<file path="config.mk">
export PLATFORM = sky130hd
export DESIGN_NAME = ccd_line_classifier
export DESIGN_NICKNAME = d
export VERILOG_FILES = /design/src/rtl/ccd_region_pkg.sv /design/src/rtl/ccd_hseq.sv /design/src/rtl/ccd_vseq.sv /design/src/rtl/ccd_dark_avg.sv /design/src/rtl/ccd_line_classifier.sv
export SDC_FILE = /design/constraint.sdc
export NUM_CORES = 1
export LEC_CHECK = 0
export ABC_AREA = 1
export BUFFER_PORTS_ARGS = -buffer_cell sky130_fd_sc_hd__buf_2
export CAP_MARGIN = 20
export CORE_MARGIN = 2
export CORE_UTILIZATION = 30
export CTS_CLUSTER_DIAMETER = 30
export DETAILED_ROUTE_END_ITERATION = 7
export PLACE_DENSITY = 0.49
export SYNTH_ARGS = -nofsm -noshare
export SYNTH_HDL_FRONTEND = slang
export SYNTH_SLANG_ARGS = --single-unit
</file>
<file path="constraint.sdc">
create_clock -name clk -period 10 [get_ports clk]
set_input_delay 2 -clock clk [delete_from_list [all_inputs] [get_ports clk]]
set_output_delay 2 -clock clk [all_outputs]
set_load 0.02 [all_outputs]
</file>
<file path="src/rtl/ccd_region_pkg.sv">
package ccd_region_pkg;

    typedef enum logic [2:0] {
        TAG_DUMMY   = 3'd0,
        TAG_DARKCOL = 3'd1,
        TAG_DARKROW = 3'd2,
        TAG_BUFFER  = 3'd3,
        TAG_ACTIVE  = 3'd4,
        TAG_OVERCLK = 3'd5
    } pix_tag_e;

    typedef enum logic [1:0] {
        MODE_SINGLE = 2'd0,
        MODE_DUAL   = 2'd1,
        MODE_QUAD   = 2'd2,
        MODE_RSVD   = 2'd3
    } rd_mode_e;

    typedef enum logic [2:0] {
        H_LDUMMY, H_LDARK, H_LBUF, H_ACT, H_RBUF, H_RDARK, H_RDUMMY, H_OVER
    } hreg_e;

    typedef enum logic [2:0] {
        V_TDARK, V_TBUF, V_ACT, V_BBUF, V_BDARK, V_BDUMMY, V_OVER
    } vreg_e;

    typedef enum logic [1:0] {
        ACC_WAIT, ACC_RUN, ACC_HAVE
    } acc_e;

endpackage

</file>
<file path="src/rtl/ccd_hseq.sv">
module ccd_hseq
    import ccd_region_pkg::*;
#(
    parameter int LEAD_DUM  = 11,
    parameter int DARK_COLS = 22,
    parameter int BUF_COLS  = 12,
    parameter int ACT_W     = 6576,
    parameter int IDX_W     = 13
) (
    input  logic             clk,
    input  logic             rst_n,
    input  logic             smp,
    input  logic             start,
    input  rd_mode_e         mode,
    output hreg_e            cur_st,
    output logic [IDX_W-1:0] cur_idx
);

    hreg_e            st_q, nxt_st;
    logic [IDX_W-1:0] idx_q, nxt_idx;
    logic             split;

    assign split = (mode == MODE_DUAL) || (mode == MODE_QUAD);

    function automatic logic [IDX_W-1:0] seg_len(hreg_e s, logic sp);
        logic [IDX_W-1:0] n;
        unique case (s)
            H_LDUMMY, H_RDUMMY: n = IDX_W'(LEAD_DUM);
            H_LDARK,  H_RDARK:  n = IDX_W'(DARK_COLS);
            H_LBUF,   H_RBUF:   n = IDX_W'(BUF_COLS);
            H_ACT:              n = sp ? IDX_W'(ACT_W / 2) : IDX_W'(ACT_W);
            default:            n = IDX_W'(1);
        endcase
        return n;
    endfunction

    function automatic hreg_e seg_next(hreg_e s, logic sp);
        hreg_e n;
        unique case (s)
            H_LDUMMY: n = H_LDARK;
            H_LDARK:  n = H_LBUF;
            H_LBUF:   n = H_ACT;
            H_ACT:    n = sp ? H_OVER : H_RBUF;
            H_RBUF:   n = H_RDARK;
            H_RDARK:  n = H_RDUMMY;
            H_RDUMMY: n = H_OVER;
            default:  n = H_OVER;
        endcase
        return n;
    endfunction

    // position of the sample in this cycle
    always_comb begin
        cur_st  = start ? H_LDUMMY : st_q;
        cur_idx = start ? '0 : idx_q;
    end

    always_comb begin
        nxt_st  = cur_st;
        nxt_idx = cur_idx;
        if (smp && cur_st != H_OVER) begin
            if (cur_idx == seg_len(cur_st, split) - IDX_W'(1)) begin
                nxt_st  = seg_next(cur_st, split);
                nxt_idx = '0;
            end else begin
                nxt_idx = cur_idx + IDX_W'(1);
            end
        end
    end

    always_ff @(posedge clk or negedge rst_n) begin
        if (!rst_n) begin
            st_q  <= H_OVER;
            idx_q <= '0;
        end else begin
            st_q  <= nxt_st;
            idx_q <= nxt_idx;
        end
    end

    // once past the line, only a line start leaves overclock
    assert_hover_sticky_R5: assert property (@(posedge clk) disable iff (!rst_n)
        (st_q == H_OVER && !start) |=> (st_q == H_OVER))
        else $error("horizontal overclock left without line start");

endmodule

</file>
<file path="src/rtl/ccd_vseq.sv">
module ccd_vseq
    import ccd_region_pkg::*;
#(
    parameter int DARK_ROWS = 22,
    parameter int BUF_ROWS  = 12,
    parameter int ACT_H     = 4384,
    parameter int IDX_W     = 13
) (
    input  logic     clk,
    input  logic     rst_n,
    input  logic     line_start,
    input  logic     frame_start,
    input  rd_mode_e mode,
    output vreg_e    cur_st
);

    vreg_e            st_q, adv_st;
    logic [IDX_W-1:0] idx_q, adv_idx, cur_idx;
    logic             quad;

    assign quad = (mode == MODE_QUAD);

    function automatic logic [IDX_W-1:0] band_len(vreg_e s, logic q);
        logic [IDX_W-1:0] n;
        unique case (s)
            V_TDARK, V_BDARK: n = IDX_W'(DARK_ROWS);
            V_TBUF,  V_BBUF:  n = IDX_W'(BUF_ROWS);
            V_ACT:            n = q ? IDX_W'(ACT_H / 2) : IDX_W'(ACT_H);
            default:          n = IDX_W'(1);
        endcase
        return n;
    endfunction

    function automatic vreg_e band_next(vreg_e s, logic q);
        vreg_e n;
        unique case (s)
            V_TDARK:  n = V_TBUF;
            V_TBUF:   n = V_ACT;
            V_ACT:    n = q ? V_OVER : V_BBUF;
            V_BBUF:   n = V_BDARK;
            V_BDARK:  n = V_BDUMMY;
            default:  n = V_OVER;
        endcase
        return n;
    endfunction

    always_comb begin
        adv_st  = st_q;
        adv_idx = idx_q;
        if (st_q != V_OVER) begin
            if (idx_q == band_len(st_q, quad) - IDX_W'(1)) begin
                adv_st  = band_next(st_q, quad);
                adv_idx = '0;
            end else begin
                adv_idx = idx_q + IDX_W'(1);
            end
        end
    end

    always_comb begin
        if (frame_start) begin
            cur_st  = V_TDARK;
            cur_idx = '0;
        end else if (line_start) begin
            cur_st  = adv_st;
            cur_idx = adv_idx;
        end else begin
            cur_st  = st_q;
            cur_idx = idx_q;
        end
    end

    always_ff @(posedge clk or negedge rst_n) begin
        if (!rst_n) begin
            st_q  <= V_OVER;
            idx_q <= '0;
        end else begin
            st_q  <= cur_st;
            idx_q <= cur_idx;
        end
    end

    // a frame start always lands on the first dark row
    assert_frame_restart_R12: assert property (@(posedge clk) disable iff (!rst_n)
        frame_start |=> (st_q == V_TDARK && idx_q == '0))
        else $error("frame start did not restart line count");

endmodule

</file>
<file path="src/rtl/ccd_dark_avg.sv">
module ccd_dark_avg
    import ccd_region_pkg::*;
#(
    parameter int DATA_W = 12,
    parameter int SKIP   = 1,
    parameter int USE    = 20,
    parameter int IDX_W  = 13
) (
    input  logic              clk,
    input  logic              rst_n,
    input  logic              smp,
    input  logic              start,
    input  logic              in_dark,
    input  logic              row_ok,
    input  logic [IDX_W-1:0]  col_idx,
    input  logic [DATA_W-1:0] data,
    output logic [DATA_W-1:0] avg_o,
    output logic              done_o,
    output logic              err_o
);

    localparam int CNT_W = $clog2(USE + 1);
    localparam int SUM_W = DATA_W + $clog2(USE + 1);
    localparam int SHIFT = DATA_W + 3 * $clog2(USE + 1);
    localparam int RW    = SHIFT + 1;
    localparam int PW    = SUM_W + RW;
    localparam logic [RW-1:0] RECIP = ({1'b1, {SHIFT{1'b0}}} + RW'(USE - 1)) / RW'(USE);

    acc_e             st_q, nxt_st;
    logic [SUM_W-1:0] acc_q, sum_new;
    logic [CNT_W-1:0] cnt_q;
    logic             contrib, last, elig;

    assign elig    = smp && row_ok;
    assign contrib = elig && in_dark &&
                     (col_idx >= IDX_W'(SKIP)) && (col_idx < IDX_W'(SKIP + USE));
    assign last    = contrib && (cnt_q == CNT_W'(USE - 1));
    assign sum_new = acc_q + SUM_W'(data);

    always_comb begin
        nxt_st = st_q;
        if (start) begin
            nxt_st = elig ? ACC_RUN : ACC_WAIT;
        end else begin
            unique case (st_q)
                ACC_WAIT: if (elig) nxt_st = ACC_RUN;
                ACC_RUN:  if (last) nxt_st = ACC_HAVE;
                ACC_HAVE: nxt_st = ACC_HAVE;
                default:  nxt_st = ACC_WAIT;
            endcase
            if (last) nxt_st = ACC_HAVE;
        end
    end

    always_ff @(posedge clk or negedge rst_n) begin
        if (!rst_n) st_q <= ACC_WAIT;
        else        st_q <= nxt_st;
    end

    always_ff @(posedge clk or negedge rst_n) begin
        if (!rst_n) begin
            acc_q  <= '0;
            cnt_q  <= '0;
            avg_o  <= '0;
            done_o <= 1'b0;
            err_o  <= 1'b0;
        end else begin
            err_o  <= start && (st_q == ACC_RUN);
            done_o <= last;
            if (start) begin
                acc_q <= '0;
                cnt_q <= '0;
            end else if (contrib) begin
                acc_q <= sum_new;
                cnt_q <= cnt_q + CNT_W'(1);
            end
            if (last)
                avg_o <= DATA_W'((PW'(sum_new) * PW'(RECIP)) >> SHIFT);
        end
    end

    // a short line and a completed set never report together
    assert_done_err_excl_R10: assert property (@(posedge clk) disable iff (!rst_n)
        !(done_o && err_o))
        else $error("done and error in one cycle");

    // one reference per line, never two cycles in a row
    assert_done_spacing_R8: assert property (@(posedge clk) disable iff (!rst_n)
        done_o |=> !done_o)
        else $error("back-to-back dark done");

    // the reference only moves with a done pulse
    assert_avg_hold_R9: assert property (@(posedge clk) disable iff (!rst_n)
        !done_o |-> $stable(avg_o))
        else $error("dark reference changed without done");

endmodule

</file>
<file path="src/rtl/ccd_line_classifier.sv">
module ccd_line_classifier
    import ccd_region_pkg::*;
#(
    parameter int DATA_W    = 12,
    parameter int LEAD_DUM  = 11,
    parameter int DARK_COLS = 22,
    parameter int DARK_SKIP = 1,
    parameter int BUF_COLS  = 12,
    parameter int ACT_W     = 6576,
    parameter int DARK_ROWS = 22,
    parameter int BUF_ROWS  = 12,
    parameter int ACT_H     = 4384
) (
    input  logic              clk,
    input  logic              rst_n,
    input  logic              pix_vld,
    input  logic              line_sol,
    input  logic              frame_sof,
    input  logic [1:0]        mode_sel,
    input  logic [DATA_W-1:0] pix_data,
    output logic              out_vld,
    output logic [2:0]        out_tag,
    output logic [DATA_W-1:0] out_data,
    output logic              act_vld,
    output logic [DATA_W-1:0] dark_avg,
    output logic              dark_done,
    output logic              dark_err
);

    localparam int HIDX_W   = $clog2(ACT_W + DARK_COLS + BUF_COLS + LEAD_DUM + 1);
    localparam int VIDX_W   = $clog2(ACT_H + DARK_ROWS + BUF_ROWS + 2);
    localparam int USE_COLS = DARK_COLS - 2 * DARK_SKIP;

    rd_mode_e          mode_q, cur_mode;
    logic              start;
    hreg_e             h_st;
    logic [HIDX_W-1:0] h_idx;
    vreg_e             v_st;
    logic              row_ok, act_c;
    pix_tag_e          tag_c;

    assign start    = line_sol | frame_sof;
    assign cur_mode = frame_sof ? rd_mode_e'(mode_sel) : mode_q;

    always_ff @(posedge clk or negedge rst_n) begin
        if (!rst_n)         mode_q <= MODE_SINGLE;
        else if (frame_sof) mode_q <= rd_mode_e'(mode_sel);
    end

    ccd_hseq #(
        .LEAD_DUM (LEAD_DUM),
        .DARK_COLS(DARK_COLS),
        .BUF_COLS (BUF_COLS),
        .ACT_W    (ACT_W),
        .IDX_W    (HIDX_W)
    ) u_hseq (
        .clk    (clk),
        .rst_n  (rst_n),
        .smp    (pix_vld),
        .start  (start),
        .mode   (cur_mode),
        .cur_st (h_st),
        .cur_idx(h_idx)
    );

    ccd_vseq #(
        .DARK_ROWS(DARK_ROWS),
        .BUF_ROWS (BUF_ROWS),
        .ACT_H    (ACT_H),
        .IDX_W    (VIDX_W)
    ) u_vseq (
        .clk        (clk),
        .rst_n      (rst_n),
        .line_start (line_sol),
        .frame_start(frame_sof),
        .mode       (cur_mode),
        .cur_st     (v_st)
    );

    assign row_ok = (v_st == V_TBUF) || (v_st == V_ACT) || (v_st == V_BBUF);

    ccd_dark_avg #(
        .DATA_W(DATA_W),
        .SKIP  (DARK_SKIP),
        .USE   (USE_COLS),
        .IDX_W (HIDX_W)
    ) u_dark (
        .clk    (clk),
        .rst_n  (rst_n),
        .smp    (pix_vld),
        .start  (start),
        .in_dark(h_st == H_LDARK),
        .row_ok (row_ok),
        .col_idx(h_idx),
        .data   (pix_data),
        .avg_o  (dark_avg),
        .done_o (dark_done),
        .err_o  (dark_err)
    );

    // region merge, highest priority first
    always_comb begin
        if (v_st == V_OVER)
            tag_c = TAG_OVERCLK;
        else if (h_st == H_LDUMMY || h_st == H_RDUMMY)
            tag_c = TAG_DUMMY;
        else if (h_st == H_OVER)
            tag_c = TAG_OVERCLK;
        else if (v_st == V_TDARK || v_st == V_BDARK)
            tag_c = TAG_DARKROW;
        else if (v_st == V_BDUMMY)
            tag_c = TAG_DUMMY;
        else if (h_st == H_LDARK || h_st == H_RDARK)
            tag_c = TAG_DARKCOL;
        else if (h_st == H_LBUF || h_st == H_RBUF || v_st == V_TBUF || v_st == V_BBUF)
            tag_c = TAG_BUFFER;
        else
            tag_c = TAG_ACTIVE;
    end

    assign act_c = (h_st == H_ACT) && (v_st == V_ACT);

    always_ff @(posedge clk or negedge rst_n) begin
        if (!rst_n) begin
            out_vld  <= 1'b0;
            out_tag  <= 3'd0;
            out_data <= '0;
            act_vld  <= 1'b0;
        end else begin
            out_vld <= pix_vld;
            act_vld <= pix_vld && act_c;
            if (pix_vld) begin
                out_tag  <= tag_c;
                out_data <= pix_data;
            end
        end
    end

    // the first sample of a frame is a serial-register dummy
    assert_sof_dummy_R3: assert property (@(posedge clk) disable iff (!rst_n)
        (pix_vld && frame_sof) |=> (out_vld && out_tag == TAG_DUMMY))
        else $error("frame start sample not tagged dummy");

    // active strobe only with a valid active-tagged sample
    assert_act_vld_R7: assert property (@(posedge clk) disable iff (!rst_n)
        act_vld |-> (out_vld && out_tag == TAG_ACTIVE))
        else $error("active strobe outside active tag");

    // mode only moves on a frame start
    assert_mode_hold_R11: assert property (@(posedge clk) disable iff (!rst_n)
        !frame_sof |=> $stable(mode_q))
        else $error("mode changed mid-frame");

endmodule

</file>
### Word level (Yosys, flattened, before mapping)

Index checks and enable logic that the tools add are counted.

| operators by class | value |
|---|---|
| $add $sub $neg | 6 |
| $lt $le $gt $ge | 2 |
| $mul | 1 |
| bitwise operators | 1 |
| reductions and logical operators | 32 |
| multiplexer cells | 41 |
| eq/ne operators | 28 |

Operators by type and width:

| kind | count |
|---|---|
| 2-to-1 mux 13 bit | 11 |
| case mux 13 bit (4 select lines) | 1 |
| 2-to-1 mux 3 bit | 15 |
| multiplier 17 x 23 -> 39 bit, second input constant | 1 |
| case mux 13 bit (3 select lines) | 1 |
| 2-to-1 mux 17 bit | 2 |
| adder 13 x 1 -> 13 bit, second input constant | 2 |
| == test 13 bit | 2 |
| subtractor 13 x 1 -> 13 bit, second input constant | 2 |
| == test 3 bit, second input constant | 8 |
| == test 3 x 2 -> 1 bit, second input constant | 6 |
| case mux 3 bit (6 select lines) | 1 |
| adder 17 x 12 -> 17 bit | 1 |
| case mux 3 bit (5 select lines) | 1 |
| >= comparator 13 x 1 -> 1 bit, second input constant | 1 |
| < comparator 13 x 5 -> 1 bit, second input constant | 1 |
| 2-to-1 mux 2 bit | 5 |
| 2-to-1 mux 5 bit | 2 |
| OR reduction 2 bit | 5 |
| == test 3 x 1 -> 1 bit, second input constant | 3 |
| logical AND 1 bit | 9 |
| zero test 3 bit | 3 |
| logical OR 1 bit | 9 |
| inequality test 3 bit, second input constant | 2 |
| 12 further kinds | 17 |

| storage, ports and cells | value |
|---|---|
| output and inout bits | 31 |
| bits of input ports | 19 |
| word-level logic and storage cells | 126 |
| bits in registers | 89 |

### Logic depth before layout (Yosys ltp)

| depth | value |
|---|---|
| depth in word-level cells | 21 |
| mapped depth | 38 |
| mapped depth without buffers | 38 |

### Modules after synthesis

From an unflattened synthesis, not the netlist that was laid out.

| unflattened totals | value |
|---|---|
| cell total of the unflattened synthesis | 1564 |
| area, all modules | 11858.9 µm² |

By module, submodules not included:

| module | times used | area each (µm²) | seq. area each (µm²) | cells an instance |
|---|---|---|---|---|
| ccd_dark_avg | 1 | 8336.7 | 950.9 | 1072 |
| ccd_hseq | 1 | 1362.6 | 404.1 | 209 |
| ccd_vseq | 1 | 1277.5 | 402.9 | 170 |
| ccd_line_classifier | 1 | 882.1 | 475.5 | 113 |

### Worst setup path after synthesis

Ideal clock, no wire load.

| path | value |
|---|---|
| path kind | input port to flip-flop |
| from | input pix_data[0] |
| to | register u_dark.avg_o[11] |
| setup time | 122 ps |
| data required time | 9878 ps |
| data arrival time | 8120 ps |
| slack | 1758 ps |
| cell stages on the path | 35 |
| path buffers | 0 |
| path through | ha_1 inv_1 fa_1 inv_1 a31oi_1 inv_1 a21o_1 nand2_1 nand2_1 a21oi_1 or2_2 nand2_1 inv_1 ha_1 fa_1 inv_1 fa_1 inv_1 fa_1 fa_1 inv_1 fa_1 inv_1 ha_1 a21o_1 a21oi_1 o21ai_0 a21oi_1 nand2_1 nand2_1 nand2_1 nand2_1 nand2_1 nor3_1 nor2_1 |

| between the ends | value |
|---|---|
| word-level cells in the longest chain between the ends | 2 |

Ends and longest elaborated chain:

| what | RTL line | source |
|---|---|---|
| start, declared | ccd_line_classifier.sv:20 | `input logic [DATA_W-1:0] pix_data,` |
| adder 17 x 12 -> 17 bit | ccd_dark_avg.sv:38 | `assign sum_new = acc_q + SUM_W'(data);` |
| multiplier 17 x 23 -> 39 bit | ccd_dark_avg.sv:78 | `avg_o <= DATA_W'((PW'(sum_new) * PW'(RECIP)) >> SHIFT);` |
| end signal, assigned | ccd_dark_avg.sv:78 |  |
| end, declared | ccd_dark_avg.sv:17 | `output logic [DATA_W-1:0] avg_o,` |

No other way between the ends.
A chain may end at the register's enable or synchronous reset.

### Worst setup path after layout

Same ends and word-level chain as after synthesis.

==> results.ini <==
[floorplan]
dieArea_mm2 = 0.03869
initial_core_util_pct = 30.42
core_area_mm2 = 0.03661
rows = 70
die_h_um = 196.7
fp.dieW_um = 196.7
io_pins = 50

[timing]
fin_setup_tns_ns = 0
fin_skew_ns = 0.009889
setup_viol = 0
worst_slew_pin_slew_ns = 0.7693
relSlewSlack_pct = 48.72
hold_viol = 0
worst_hold_slack_ns = 0.4371
drv_slew = 0
post-route-min-period_ns = 8.668
max_freq_mhz = 115.4
post-route-period-util_pct = 86.68
rsz0062_at_grt = no

[clock_network]
cts_max_level = 3
clk_latency_ns = 0.36
clk_pin_slew_worst_paths_ns = 0.07
cts.sinks = 89
numCtsBuffers = 9
cts_setup_buffers = 0
postCtsHoldBufs = 0
clk_path_buf_depth = 2
cts-resized-gates = 0
cts_tree = yes
root_buffer = clkbuf_16

[logic_synthesis]
synth_flop_cell = dfrtp_1
synthMuxAreaShare_pct = 0
synthCells = 1414
synth_top_family_by_area = adder cells
ys_async_sr_fraction_pct = 100.0
synth_fa_ha_area_share_pct = 34.08
synth_edf_count = 0
synthesis.nets = 1677
synth_seq_area_share_pct = 20.05
synth-compound-area-share_pct = 8.650
synth-simple-area-share_pct = 22.30
syn_area_per_cell_um2 = 7.877
synth_xor_area_share_pct = 3.808
ys_ff_latch = 89
ys_types = 54
netlist_area_mm2 = 0.01114
synth_warnings = 0

[final_layout]
multi_input_area_mm2 = 0.007667
areaGrowthSynthToFinish_pct = 9.952
final_nets = 1729
layout-drive-gt1-share_pct = 9.041
utilization_pct = 33.45
fill_cells = 3892
stdcell_count = 1939
final_cell_mix = inv_1 (290), nand2_1 (287), ha_1 (145)
regArea_mm2 = 0.002233
antenna_cells = 0
layout_commonest_cell = inv_1

[pwr]
swShare_pct = 50.53
vdd_drop_max_mv = 0.07240
p_leak_nw = 6.702
power.switching_mw = 1.171
power.density_mw_per_mm2 = 189.2
finalPower_mw = 2.317
pwr-share-clk_pct = 16.5
seqPwrFrac_pct = 16.3
power_frac_comb_pct = 67.2
p_int_mw = 1.146

[placement]
port_buffers = 49
dpl.cell_count = 1923
dpl.hpwl_um = 24720
gp_congestion = 0.9226

[routing]
drtIter0Drc = 392
postRouteAntennaNets = 0
via_per_inst = 4.612
wl_per_cell_um = 14.75
drc_errors = 0
routed_wirelength_um = 28600
num_vias = 8942
first_pass_iters = 5

[global_routing]
grt_usage_pct = 15.60
grt_pass1_vias = 9305
grt_overflow = 0
grt_max_degree = 59
grt_pass1_wl_um = 48290
antenna_found_initial = 0

[job]
maxCapViolCount = 0

[worst_setup_path]
crit_arrival_ns = 8.91
end_kind = flip-flop
cp_data_required_time_ns = 10.24
crit_path_start_kind = input port
cp_max_fo = 5
worst-setup-path-type = in -> reg
r2r_cells = 32
slowest_delay_ns = 0.55
crit_slowest_cell = fa_1

[status]
status = complete, no violations

[hold_path]
hold_path.class = reg -> reg
min_path_cells = 1

==> path summary, 6_finish.rpt <==
check,start,slack [ns],endpoint
min in group asynchronous,rst_n,1.58,mode_q[0]
max reg2reg,u_dark.acc_q[0],2.71,u_dark.avg_o[11]
max in group asynchronous,rst_n,7.28,out_data[5]
min,u_dark.st_q[1],0.44,u_dark.err_o
min reg2reg,u_dark.st_q[1],0.44,u_dark.err_o
max,pix_data[0],1.33,u_dark.avg_o[11]
==> registers in the layout, indices dropped and copies added, names as in the netlist <==
signal / count
u_dark.done_o: 1
u_dark.acc_q: 17
u_dark.err_o: 1
u_dark.st_q: 2
u_vseq.idx_q: 13
u_dark.cnt_q: 5
u_vseq.st_q: 3
out_vld: 1
mode_q: 2
out_tag: 3
u_hseq.st_q: 3
out_data: 12
act_vld: 1
u_dark.avg_o: 12
u_hseq.idx_q: 13
==> cell families after synthesis <==
family / count (synthesis)
AOI/OAI and AO/OA: 164
xor gates and xnor gates: 46
adders and majority gates: 244
buffers and inverters: 316
DFF: 89
and+or+nand+nor: 555
==> per-layer routing <==
metal | vias to the layer above | GRT usage [%] | part of all wire, %
li1 | 4553 | - | -
met1 | 4255 | 20.22 | 45
met2 | 104 | 27.78 | 51
met3 | 30 | 1.369 | 1.9
met4 | 0 | 4.400 | 1.9
met5 | - | 0 | 0
==> Yosys cell counts (10+ instances only) <==
library cell  instances  area (um^2)
nand2_1             287         1077
nand4_1              13        81.33
nor2_1              116        435.4
fa_1                 99         1982
nor3_1               30        150.1
dfrtp_1              84         2102
o21ai_0              48        240.2
nor4_1               10        62.56
a21oi_1              56        280.3
xor2_1               39        341.6
nand3_1              57        285.3
ha_1                145         1814
inv_1               290         1089
inv_2                10        37.54
==> worst max-delay path: cells and delay by family <==
family,cells,cell delay (ns)
simple gates,10,1.06
fa+ha+maj,9,3.84
xor+xnor,1,0.27
compound gates,5,1.03
buf+inv,8,0.72
==> layout make-up <==
| cell class | count | area share (%) |
|---|---|---|
| multi-input cells | 1009 | 62.61 |
| flip-flops and latches | 89 | 18.24 |
| inverters | 302 | 9.297 |
| well taps | 468 | 4.781 |
| repair buffers | 55 | 2.391 |
| clock buffers | 10 | 1.951 |
| clock inverters | 6 | 0.7356 |
==> metrics by stage <==
stage                     area [um^2]  setup WS (ns)
after detailed placement        11920         0.9592
after global routing            12250         0.8174
after floorplan                 11140          1.758
final                           12250          1.332
after global placement          11920         0.9990
after CTS                       12250          1.318
==> power by group through the flow <==
stage	registers, mW	clock network (mW)	logic, mW
floorplan	0.389	0	1.12
finish	0.378	0.382	1.56
detailed placement	0.384	0	1.56
CTS	0.378	0.394	1.58
global route	0.379	0.405	1.81
global placement	0.384	0	1.56
Power figures use the tool's default switching activity.
